## config.mk

```make
export PLATFORM = sky130hd
export DESIGN_NAME = tx_abort_mon
export DESIGN_NICKNAME = d
export VERILOG_FILES = /design/src/rtl/tam_pkg.sv /design/src/rtl/tam_defer_timer.sv /design/src/rtl/tam_slot_counter.sv /design/src/rtl/tam_byte_counter.sv /design/src/rtl/tx_abort_mon.sv
export SDC_FILE = /design/constraint.sdc
export NUM_CORES = 1
export LEC_CHECK = 0
export BUFFER_PORTS_ARGS = -buffer_cell sky130_fd_sc_hd__buf_2
export CORE_MARGIN = 2
export CORE_UTILIZATION = 50
export DETAILED_ROUTE_END_ITERATION = 12
export GPL_TIMING_DRIVEN = 0
export PLACE_DENSITY = 0.7
export SLEW_MARGIN = 15
export SYNTH_ARGS = -nofsm -noshare
export SYNTH_HDL_FRONTEND = slang
export SYNTH_SLANG_ARGS = --single-unit
```

## constraint.sdc

```tcl
create_clock -name clk -period 4.65 [get_ports clk]
set_clock_uncertainty 0.1 [all_clocks]
set_input_delay 0.465 -clock clk [delete_from_list [all_inputs] [get_ports clk]]
set_output_delay 0.465 -clock clk [all_outputs]
set_load 0.03 [all_outputs]
```

## src/rtl/tam_pkg.sv

```systemverilog
package tam_pkg;

    typedef struct packed {
        logic late;
        logic defer;
        logic oversize;
        logic underrun;
    } tam_status_t;

    typedef struct packed {
        tam_status_t status;
        logic        abort;
        logic        aborted;
    } tam_state_t;

endpackage

```

## src/rtl/tam_defer_timer.sv

```systemverilog
module tam_defer_timer #(
    parameter int LIMIT = 24288
) (
    input  logic clk,
    input  logic rst_n,
    input  logic tick,
    input  logic req,
    input  logic started,
    output logic expire
);
    localparam int CNT_W = $clog2(LIMIT + 1);

    logic [CNT_W-1:0] cnt_d, cnt_q;
    logic             counting;

    always_comb begin
        counting = req && !started && tick;
        expire   = counting && (cnt_q == CNT_W'(LIMIT - 1));
        cnt_d    = cnt_q;
        if (!req) begin
            cnt_d = '0;
        end else if (counting && cnt_q != CNT_W'(LIMIT)) begin
            cnt_d = cnt_q + CNT_W'(1);
        end
    end

    always_ff @(posedge clk or negedge rst_n) begin
        if (!rst_n) cnt_q <= '0;
        else        cnt_q <= cnt_d;
    end
endmodule

```

## src/rtl/tam_slot_counter.sv

```systemverilog
module tam_slot_counter #(
    parameter int SLOT_BITS = 512,
    parameter int WIN_W     = 8
) (
    input  logic             clk,
    input  logic             rst_n,
    input  logic             tick,
    input  logic             active,
    output logic [WIN_W-1:0] windows
);
    localparam int PH_W = (SLOT_BITS > 1) ? $clog2(SLOT_BITS) : 1;

    logic [PH_W-1:0]  ph_d, ph_q;
    logic [WIN_W-1:0] win_d, win_q;

    always_comb begin
        ph_d  = ph_q;
        win_d = win_q;
        if (!active) begin
            ph_d  = '0;
            win_d = '0;
        end else if (tick) begin
            if (ph_q == PH_W'(SLOT_BITS - 1)) begin
                ph_d = '0;
                if (win_q != '1) win_d = win_q + WIN_W'(1);
            end else begin
                ph_d = ph_q + PH_W'(1);
            end
        end
    end

    always_ff @(posedge clk or negedge rst_n) begin
        if (!rst_n) begin
            ph_q  <= '0;
            win_q <= '0;
        end else begin
            ph_q  <= ph_d;
            win_q <= win_d;
        end
    end

    assign windows = win_q;
endmodule

```

## src/rtl/tam_byte_counter.sv

```systemverilog
module tam_byte_counter #(
    parameter int LEN_W = 16
) (
    input  logic             clk,
    input  logic             rst_n,
    input  logic             active,
    input  logic             byte_sent,
    output logic [LEN_W-1:0] count
);
    logic [LEN_W-1:0] cnt_d, cnt_q;

    always_comb begin
        cnt_d = cnt_q;
        if (!active)                         cnt_d = '0;
        else if (byte_sent && cnt_q != '1)   cnt_d = cnt_q + LEN_W'(1);
    end

    always_ff @(posedge clk or negedge rst_n) begin
        if (!rst_n) cnt_q <= '0;
        else        cnt_q <= cnt_d;
    end

    assign count = cnt_q;
endmodule

```

## src/rtl/tx_abort_mon.sv

```systemverilog
module tx_abort_mon
    import tam_pkg::*;
#(
    parameter int DEFER_LIMIT = 24288,
    parameter int SLOT_BITS   = 512,
    parameter int WIN_W       = 8,
    parameter int LEN_W       = 16
) (
    input  logic             clk,
    input  logic             rst_n,
    input  logic             bit_tick,
    input  logic             tx_req,
    input  logic             tx_on,
    input  logic             col,
    input  logic             byte_sent,
    input  logic             fifo_starved,
    input  logic [WIN_W-1:0] colwin_limit,
    input  logic [LEN_W-1:0] max_len,
    input  logic             huge_en,
    input  logic             clr,
    output logic             abort,
    output logic             st_late,
    output logic             st_defer,
    output logic             st_oversize,
    output logic             st_underrun
);
    tam_state_t       s_d, s_q;
    tam_status_t      set_v;
    logic             defer_expire;
    logic [WIN_W-1:0] windows;
    logic [LEN_W-1:0] bytes;
    logic             armed, c_late, c_undr, c_ovsz, c_defer;

    tam_defer_timer #(.LIMIT(DEFER_LIMIT)) u_defer (
        .clk(clk), .rst_n(rst_n), .tick(bit_tick), .req(tx_req),
        .started(tx_on), .expire(defer_expire)
    );

    tam_slot_counter #(.SLOT_BITS(SLOT_BITS), .WIN_W(WIN_W)) u_slot (
        .clk(clk), .rst_n(rst_n), .tick(bit_tick), .active(tx_on),
        .windows(windows)
    );

    tam_byte_counter #(.LEN_W(LEN_W)) u_bytes (
        .clk(clk), .rst_n(rst_n), .active(tx_on), .byte_sent(byte_sent),
        .count(bytes)
    );

    always_comb begin
        armed   = tx_req && !s_q.aborted;
        c_late  = armed && tx_on && col && (windows > colwin_limit);
        c_undr  = armed && tx_on && fifo_starved;
        c_ovsz  = armed && tx_on && byte_sent && !huge_en && (bytes >= max_len);
        c_defer = armed && defer_expire;

        set_v          = '0;
        set_v.late     = c_late;
        set_v.underrun = !c_late && c_undr;
        set_v.oversize = !c_late && !c_undr && c_ovsz;
        set_v.defer    = !c_late && !c_undr && !c_ovsz && c_defer;

        s_d         = s_q;
        s_d.abort   = |set_v;
        s_d.aborted = tx_req && (s_q.aborted || s_d.abort);
        if (clr) s_d.status = '0;
        s_d.status = s_d.status | set_v;
    end

    always_ff @(posedge clk or negedge rst_n) begin
        if (!rst_n) s_q <= '0;
        else        s_q <= s_d;
    end

    assign abort       = s_q.abort;
    assign st_late     = s_q.status.late;
    assign st_defer    = s_q.status.defer;
    assign st_oversize = s_q.status.oversize;
    assign st_underrun = s_q.status.underrun;
endmodule

```

**After elaboration in Yosys (flattened, before gate mapping)**

Index checks and enable logic that the tools add are counted.

- Multiply operators: 0
- Bitwise gates (word level): 1
- Magnitude comparators: 2
- Muxes and demuxes: 12
- Shift operators: 0
- $add $sub $neg: 4
- Eq/ne operators: 10
- Div/mod/pow operators: 0
- Reduce and logical (&&, ||, !) cells: 29

Operators by type and width:

| operator | number |
|---|---|
| 16-bit 2-to-1 mux | 2 |
| 8-bit 2-to-1 mux | 4 |
| 15-bit 2-to-1 mux | 2 |
| 9-bit 2-to-1 mux | 3 |
| 1-bit logical AND | 20 |
| 16-bit by 1-bit adder with 16-bit output (second input constant) | 1 |
| 16-bit greater-or-equal comparator | 1 |
| 16-bit inequality test (second input constant) | 1 |
| 15-bit by 1-bit adder with 15-bit output (second input constant) | 1 |
| 15-bit equality test (second input constant) | 1 |
| 15-bit inequality test (second input constant) | 1 |
| 9-bit by 1-bit adder with 9-bit output (second input constant) | 1 |
| 9-bit equality test (second input constant) | 1 |
| 8-bit by 1-bit adder with 8-bit output (second input constant) | 1 |
| 8-bit greater-than comparator | 1 |
| 2-bit by 1-bit inequality test with 1-bit output (second input constant) | 4 |
| 8-bit inequality test (second input constant) | 1 |
| 1-bit zero test | 6 |
| 4-bit 2-to-1 mux | 1 |
| 4-bit bitwise OR | 1 |
| 4-bit OR reduction | 1 |
| 3-bit AND reduction | 1 |
| 2-bit inequality test (second input constant) | 1 |
| 1-bit logical OR | 1 |

- Memory bits (read-only): 0
- Word-level logic and storage cells: 68
- Register bits after elaboration: 54
- Output and inout port bits: 5
- Bits in latches: 0
- Memories: 0
- Memory bits (writable): 0

**Logic depth before layout (Yosys ltp)**

Gate-level depths: netlist of the first run.

- Depth in word-level cells: 12
- Gate-level depth with buffers: 9
- Mapped depth without buffers: 8

**By module**

From an unflattened synthesis of the first run, not the netlist that was laid out.

- Cells, all modules: 388
- Area, all modules: 3634.7 µm²

By module, submodules not included:

| module | area each (µm²) | cells an instance | times used |
|---|---|---|---|
| tam_slot_counter | 968.4 | 94 | 1 |
| tam_byte_counter | 910.9 | 98 | 1 |
| tx_abort_mon | 890.9 | 106 | 1 |
| tam_defer_timer | 864.6 | 90 | 1 |

**Least setup slack after synthesis of the first run**

OpenSTA, ideal clock, no wires.

- Path type: register to register
- From: reg u_slot.ph_q[0]
- To: reg u_slot.win_q[7] (netlist: u_slot.windows[7])
- Data arrival time: 2.014 ns
- Data required time: 4.431 ns
- Slack: 2.417 ns
- Setup time: 0.119 ns
- Path buffers: 1
- Period minus slack after synthesis: 2.233 ns
- Stages on the path, launching flop included: 10
- Path through: dfrtp_1 ha_1 and4_1 ha_1 a21bo_2 o21ai_1 clkbuf_1 nor3_1 xor2_1 and2_1

- Longest elaborated chain between the ends: 3

RTL lines:

| element | line | text |
|---|---|---|
| from (decl) | tam_slot_counter.sv:13 | `logic [PH_W-1:0] ph_d, ph_q;` |
| from (signal assigned) | tam_slot_counter.sv:37 | `ph_q <= ph_d;` |
| 9-bit equality test | tam_slot_counter.sv:23 | `if (ph_q == PH_W'(SLOT_BITS - 1)) begin` |
| 2-bit by 1-bit inequality test with 1-bit output (no source line) | -- |  |
| 3-bit AND reduction (no source line) | -- |  |
| to (signal assigned) | tam_slot_counter.sv:38 | `win_q <= win_d;` |
| to (decl) | tam_slot_counter.sv:14 | `logic [WIN_W-1:0] win_d, win_q;` |

Every way passes these cells.
A chain may end at the register's enable or synchronous reset.

**Worst setup path in the final report of the first run**

- From: reg u_slot.ph_q[0]
- To: reg u_slot.win_q[5] (netlist: u_slot.windows[5])

The elaborated chain is that of the path after synthesis.

==> results of run 1 <==
-- report_power, final --
part / leakage [uW] / total, uW / switching, uW / internal (uW)
logic: 0.00109 / 95.3 / 55.6 / 39.6
registers: 0.000747 / 488 / 10.2 / 478
clock network: 0.0000447 / 276 / 167 / 109
total: 0.00188 / 859 / 233 / 627
-- worst max-delay path by stage --
stage	startpoint	endpoint	slack, ns	cells past startpoint
after floorplan	u_slot.ph_q[0]$_DFFE_PN0P_	u_slot.windows[7]$_DFFE_PN0P_	2.42	9
after global placement	max_len[14]	s_q[0]$_DFF_PN0_	2.07	8
after detailed placement	max_len[14]	s_q[0]$_DFF_PN0_	2.10	8
after CTS	u_slot.ph_q[0]$_DFFE_PN0P_	u_slot.windows[5]$_DFFE_PN0P_	2.09	9
after global routing	u_slot.ph_q[0]$_DFFE_PN0P_	u_slot.windows[7]$_DFFE_PN0P_	1.90	9
final	u_slot.ph_q[0]$_DFFE_PN0P_	u_slot.windows[5]$_DFFE_PN0P_	2.10	9
-- registers in the layout, indices dropped and copies added, names as in the netlist --
name	cells
st_defer	1
s_q	1
st_late	1
st_underrun	1
u_defer.cnt_q	15
u_slot.windows	8
st_oversize	1
u_slot.ph_q	9
u_bytes.count	16
abort	1
-- critical path, delay by kind of cell (launching register included) --
family / cells / cell delay, ns
AO/OA/AOI/OAI: 2 / 0.37
XOR/XNOR: 1 / 0.16
flip-flops: 1 / 0.44
buffers and inverters: 1 / 0.36
adder cells (fa/ha/maj): 2 / 0.53
AND/OR/NAND/NOR: 3 / 0.49
-- cell type report --
type,count,area (um^2),share of cell area
Buffer,9,41.3,0.0107
Clock buffer,5,68.8,0.0179
Clock inverter,3,25.0,0.00650
Inverter,34,128,0.0331
Multi-Input combinational cell,275,1950,0.506
Sequential cell,54,1350,0.351
Tap cell,80,100,0.0260
Timing Repair Buffer,37,188,0.0487
-- placed cells by master (no fill, tap or decap), types with 3 or more instances in the layout --
| cell | count |
|---|---|
| dfrtp_1 | 54 |
| buf_2 | 39 |
| inv_1 | 34 |
| ha_1 | 30 |
| nand2_1 | 26 |
| nor2_1 | 22 |
| and2_1 | 19 |
| xor2_1 | 19 |
| nand4_1 | 16 |
| nand3_1 | 14 |
| a21oi_1 | 14 |
| xnor2_1 | 14 |
| o21ai_0 | 10 |
| nor3_1 | 8 |
| nor2b_1 | 7 |
| o21a_1 | 7 |
| and4_1 | 6 |
| or3_1 | 5 |
| nand2b_1 | 5 |
| clkbuf_1 | 5 |
| clkbuf_8 | 5 |
| and3_1 | 4 |
| o31ai_1 | 4 |
| a21boi_1 | 4 |
| mux2i_1 | 4 |
| o211ai_1 | 3 |
-- stage by stage --
stage          hold slack [ns]  power, uW   util  cells
2_1_floorplan           0.0694        551      -    372
3_3_place_gp             0.367        589  0.556    489
3_5_place_dp             0.383        594  0.556    489
4_1_cts                 0.0977        867  0.570    497
5_1_grt                  0.121        904  0.570    497
6_report                0.0697        859  0.570    497
-- cell families (layout without fill, tap and decap cells) --
logic type / Yosys count / after routing
xor+xnor: 33 / 33
compound gates: 60 / 60
mux: 4 / 4
buf+inv: 43 / 88
flops: 54 / 54
fa+ha+maj: 30 / 30
simple gates: 148 / 148
-- routing by layer --
metal	global-route usage	vias up	wire length, um
met5	0	-	0
met4	0.0573	0	111
met3	0.0341	8	238
met2	0.340	44	3220
met1	0.259	1307	3300
li1	-	1399	-
==> run summary, run 1 <==
Die area: 7620 um^2
Worst-path clk slew: 0.10 ns
XOR/XNOR share of the synthesized area: 0.0833
Antenna violations before repair: 0
Port Buffers: 37
Largest family of logic cells by synthesized area: simple AND/OR/NAND/NOR gates
Fin crit share: 0.548
Mapped Cells: 372
Share of the synthesized area in the top cell type: 0.389
Worst path max stage delay: 0.44 ns
Avg WL per Cell: 13.8 um
# H-tree levels: 2
Crit path max-delay cell type: dfrtp_1
Leakage: 0.00188 uW
Placed cell area: 3760 um^2
CP Cell Sequence: ha_1, and4_1, ha_1, a21bo_2, o21ai_1, clkbuf_1, nor3_1, xor2_1, and2_1
Initial Utilization: 0.514
Fmax: 393 MHz
Synthesized cell area: 3470 um^2
Startpoint class of the critical path: flop
Synth top area cells: dfrtp_1, ha_1, xor2_1, inv_1, xnor2_1
Vias in the first global route: 2721
CP arrival: 2.66 ns
Final wirelength: 6870 um
Max Slew Vio Count: 0
Endpoints failing setup: 0
Layout cells sized above 1: 0.137
Routed Antenna Nets: 0
Top Ports: 39
CP max FO: 10
Post-synthesis compound-gate area fraction: 0.116
Unrepaired setup endpoints after global routing: false
Yosys reg bits: 54
Core ar.: 6760 um^2
Register area share after synthesis: 0.389
Iteration-0 DRC Markers: 114
Reg-to-Reg Start: u_slot.ph_q[0]$_DFFE_PN0P_
Actual slew at the worst max-slew pin: 0.667 ns
Die height: 87.3 um
Residual DRC: 0
Cell taking the most area after synthesis: dfrtp_1
Worst slew margin: 0.555
Adder-cell share of the synthesized area: 0.108
Peak VDD IR: 0.103 mV
HP Class: input pin to asynchronous set/reset pin
Dominant synthesized flop cell: dfrtp_1
P per Cell Area: 223 nW/um^2
Synth async-reset ratio: 1.00
Count leader, synth: dfrtp_1
CTS sink cnt: 54
Outcome: completed
Yosys warning count: 0
Max Cap Violations: 0
CTS max path bufs: 2
CTS resizes: 0
N_diodes: 0
Via density: 5.55
Synth cell types: 52
Post-cts hold buffer count: 0
P&R area growth vs syn: 11.0%
Clk root buf: clkbuf_8
Setup Slack @ Placement: 2.10 ns
Setup slack after layout: 2.10 ns
Routed via count: 2758
Layout Nets: 480
Num CTS Buffers: 5
Commonest cells post-synth: dfrtp_1, inv_1, ha_1
Crit end category: flop
First-pass GRT wire length: 12200 um
Simple-gate share of the synthesized area: 0.243
Post-synth net total: 436
Endpoint of the worst-slack reg-to-reg timing path: u_slot.windows[5]$_DFFE_PN0P_
Router iterations before antenna repair: 4
Gr ovfl total: 0
Die Wd: 87.3 um
Final hold violation count: 0
CTS tree: built
Final Cell Area: 3850 um^2
Setup TNS: 0 ns
EDFF count, synth: 0
Cell mode on critical path: ha_1
Syn Area/Cell: 9.33 um^2
Postcts setup bufs: 0
Final min period: 2.55 ns
GRT Util Overall: 0.199
Reg2Reg Depth: 9
Row count: 30
Largest net degree at the start of global routing: 55
WP data required: 4.76 ns
Clock Latency Late Sink: 0.32 ns
R2R Setup Slk: 2.10 ns
Worst setup path class: flop to flop
Final estimated routing congestion in global placement: 0.802
HPWL after DPL: 5230 um
Mux contribution to synthesized area: 0.0115
Layout filler cell count: 628
Power figures use the tool's default switching activity.
==> run 2: changes to the inputs <==
Clock period 4.65 ns to 2.45 ns, I/O delays scaled along.
==> run 2 against run 1 <==
Design area rose by 2.1%. Worst hold slack improved by 0.037 ns. Cell count rose by 0.40%. Wire length rose by 2.1%. Sequential share of layout area fell by 0.69 points. Register-to-register slack got worse by 2.0 ns. Non-clock buffer count rose by 2. Highest routed layer unchanged. Utilization rose by 1.2 points. Clock-buffer cell count did not move. Sequential cell count did not move. Global-route usage barely moved. Critical path depth fell by 3. Largest power group unchanged.
==> run summary, run 2 (synthesis gave the netlist of run 1 again) <==
Commonest cells after routing, fill and taps aside: dfrtp_1, buf_2, inv_1, ha_1, nand2_1
CTS max path bufs: 2 (unchanged)
Clock Latency Late Sink: 0.32 ns (about the same)
Outcome: completed
WHS: 0.106 ns (+0.0367 ns)
Max Slew Vio Count: 0 (unchanged)
CTS sink cnt: 54 (unchanged)
Actual slew at the worst max-slew pin: 0.673 ns (+0.00592 ns)
Max FFs per register: 16 (unchanged)
Iteration-0 DRC Markers: 96 (-16%)
Routed via count: 2760 (+0.073%)
Gr ovfl total: 0 (unchanged)
Commonest non-fill, non-tap cell in the layout: dfrtp_1
Via density: 5.53 (-0.33%)
HP Class: input pin to flop
Top Ports: 39 (unchanged)
First-pass GRT wire length: 12100 um (-0.22%)
Final min period: 2.31 ns (-0.241 ns)
Router iterations before antenna repair: 4 (unchanged)
Reg-to-Reg Start: u_bytes.count[14]$_DFFE_PN0P_
Worst Setup SP: u_bytes.count[14]$_DFFE_PN0P_
Vias in the first global route: 2725 (+0.15%)
Setup slack after layout: 0.145 ns (-1.96 ns)
Fin crit share: 0.941 (+0.393)
Leakage: 0.00188 uW (about the same)
Layout cells sized above 1: 0.155 (+0.0184)
Crit end category: flop
CP max FO: 4 (-6)
P&R area growth vs syn: 13.3%
Final hold violation count: 0 (unchanged)
N_diodes: 0 (unchanged)
Die area: 7620 um^2 (unchanged)
Routed Antenna Nets: 0 (unchanged)
Clk root buf: clkbuf_8
Final estimated routing congestion in global placement: 0.802 (unchanged)
Layout Nets: 482 (+0.42%)
CP arrival: 2.45 ns (-0.21 ns)
Startpoint class of the critical path: flop
Antenna violations before repair: 0 (unchanged)
Avg WL per Cell: 14.1 um (+1.7%)
Final wirelength: 7010 um (+2.1%)
P per Cell Area: 418 nW/um^2 (+87%)
Residual DRC: 0 (unchanged)
Die height: 87.3 um (unchanged)
Endpoint of the worst-slack reg-to-reg timing path: s_q[0]$_DFF_PN0_
HPWL after DPL: 5230 um (unchanged)
Worst Setup EP: s_q[0]$_DFF_PN0_
Worst setup path class: flop to flop
Endpoints failing setup: 0 (unchanged)
Fmax: 434 MHz (+10%)
Worst slew margin: 0.551 (-0.00394)
Worst-path clk slew: 0.10 ns (about the same)
CTS tree: built
WP data required: 2.59 ns (-2.17 ns)
Setup Slack @ Placement: -0.0900 ns (-2.19 ns)
R2R Setup Slk: 0.14 ns (-1.96 ns)
Unrepaired setup endpoints after global routing: false
GRT Util Overall: 0.199 (-0.000397)
Max Cap Violations: 0 (unchanged)
Num CTS Buffers: 5 (unchanged)
Port Buffers: 37 (unchanged)
Largest net degree at the start of global routing: 55 (unchanged)
Reg2Reg Depth: 6 (-3)
Core ar.: 6760 um^2 (unchanged)
Die Wd: 87.3 um (unchanged)
Row count: 30 (unchanged)
Initial Utilization: 0.514 (unchanged)
Peak VDD IR: 0.207 mV (+100%)
# H-tree levels: 2 (unchanged)
[run 2: changes by cell type in the layout (fill, tap and decap cells not counted), sizes merged]
cell,before,now
dlygate4sd3,0,2
[run 2: layout make-up]
class                           count  area [um^2]
Multi-Input combinational cell    275         2010
Timing Repair Buffer               39          208
Inverter                           34          128
Sequential cell                    54         1350
Clock buffer                        5         68.8
Fill cell                         627         2820
Tap cell                           80          100
Buffer                              9         42.5
Clock inverter                      3         25.0
[run 2: how the worst min path moves through the flow]
stage / startpoint / end / slack, ns / cells after the start
floorplan: rst_n / abort$_DFF_PN0_ / -0.15 / 0
global placement: clr / st_defer$_DFF_PN0_ / 0.33 / 2
detailed placement: rst_n / st_underrun$_DFF_PN0_ / 0.23 / 1
CTS: fifo_starved / st_underrun$_DFF_PN0_ / 0.10 / 2
global route: fifo_starved / st_underrun$_DFF_PN0_ / 0.13 / 2
finish: fifo_starved / st_underrun$_DFF_PN0_ / 0.11 / 2
[run 2: what timing repair did]
item,in CTS,in global routing
gates resized for setup,2,10
hold buffers,2,0
setup endpoints to repair,6,8
setup buffers,0,0
hold endpoints to repair,55,0
[run 2: report_power, final]
part           leakage [uW]  switching (uW)  internal [uW]
sequential         0.000746            20.8            907
clock             0.0000447             317            207
combinational       0.00109             110           81.5
total               0.00188             448           1200
[run 2: metal layers]
layer / up-vias / routed length [um] / GRT usage
met5: - / 0 / 0
met4: 0 / 108 / 0.0573
met3: 8 / 186 / 0.0341
met2: 45 / 3300 / 0.340
met1: 1307 / 3410 / 0.258
li1: 1400 / - / -
[run 2: critical path, cell delays in order (launching register included)]
cell	delay [ns]
dfrtp_1	0.43
ha_1	0.33
nand4_1	0.18
or3_1	0.47
a2111oi_4	0.38
o31ai_2	0.16
a31oi_1	0.18
[run 2: per-stage QoR]
step	std cells	utilization	area (um^2)	setup TNS, ns	power (uW)
2_1_floorplan	372	-	3470	0	1050
3_5_place_dp	489	0.556	3760	-0.341	1130
4_1_cts	499	0.574	3870	0	1650
6_report	499	0.582	3930	0	1640
3_3_place_gp	489	0.556	3760	-0.0657	1120
5_1_grt	499	0.582	3930	0	1730
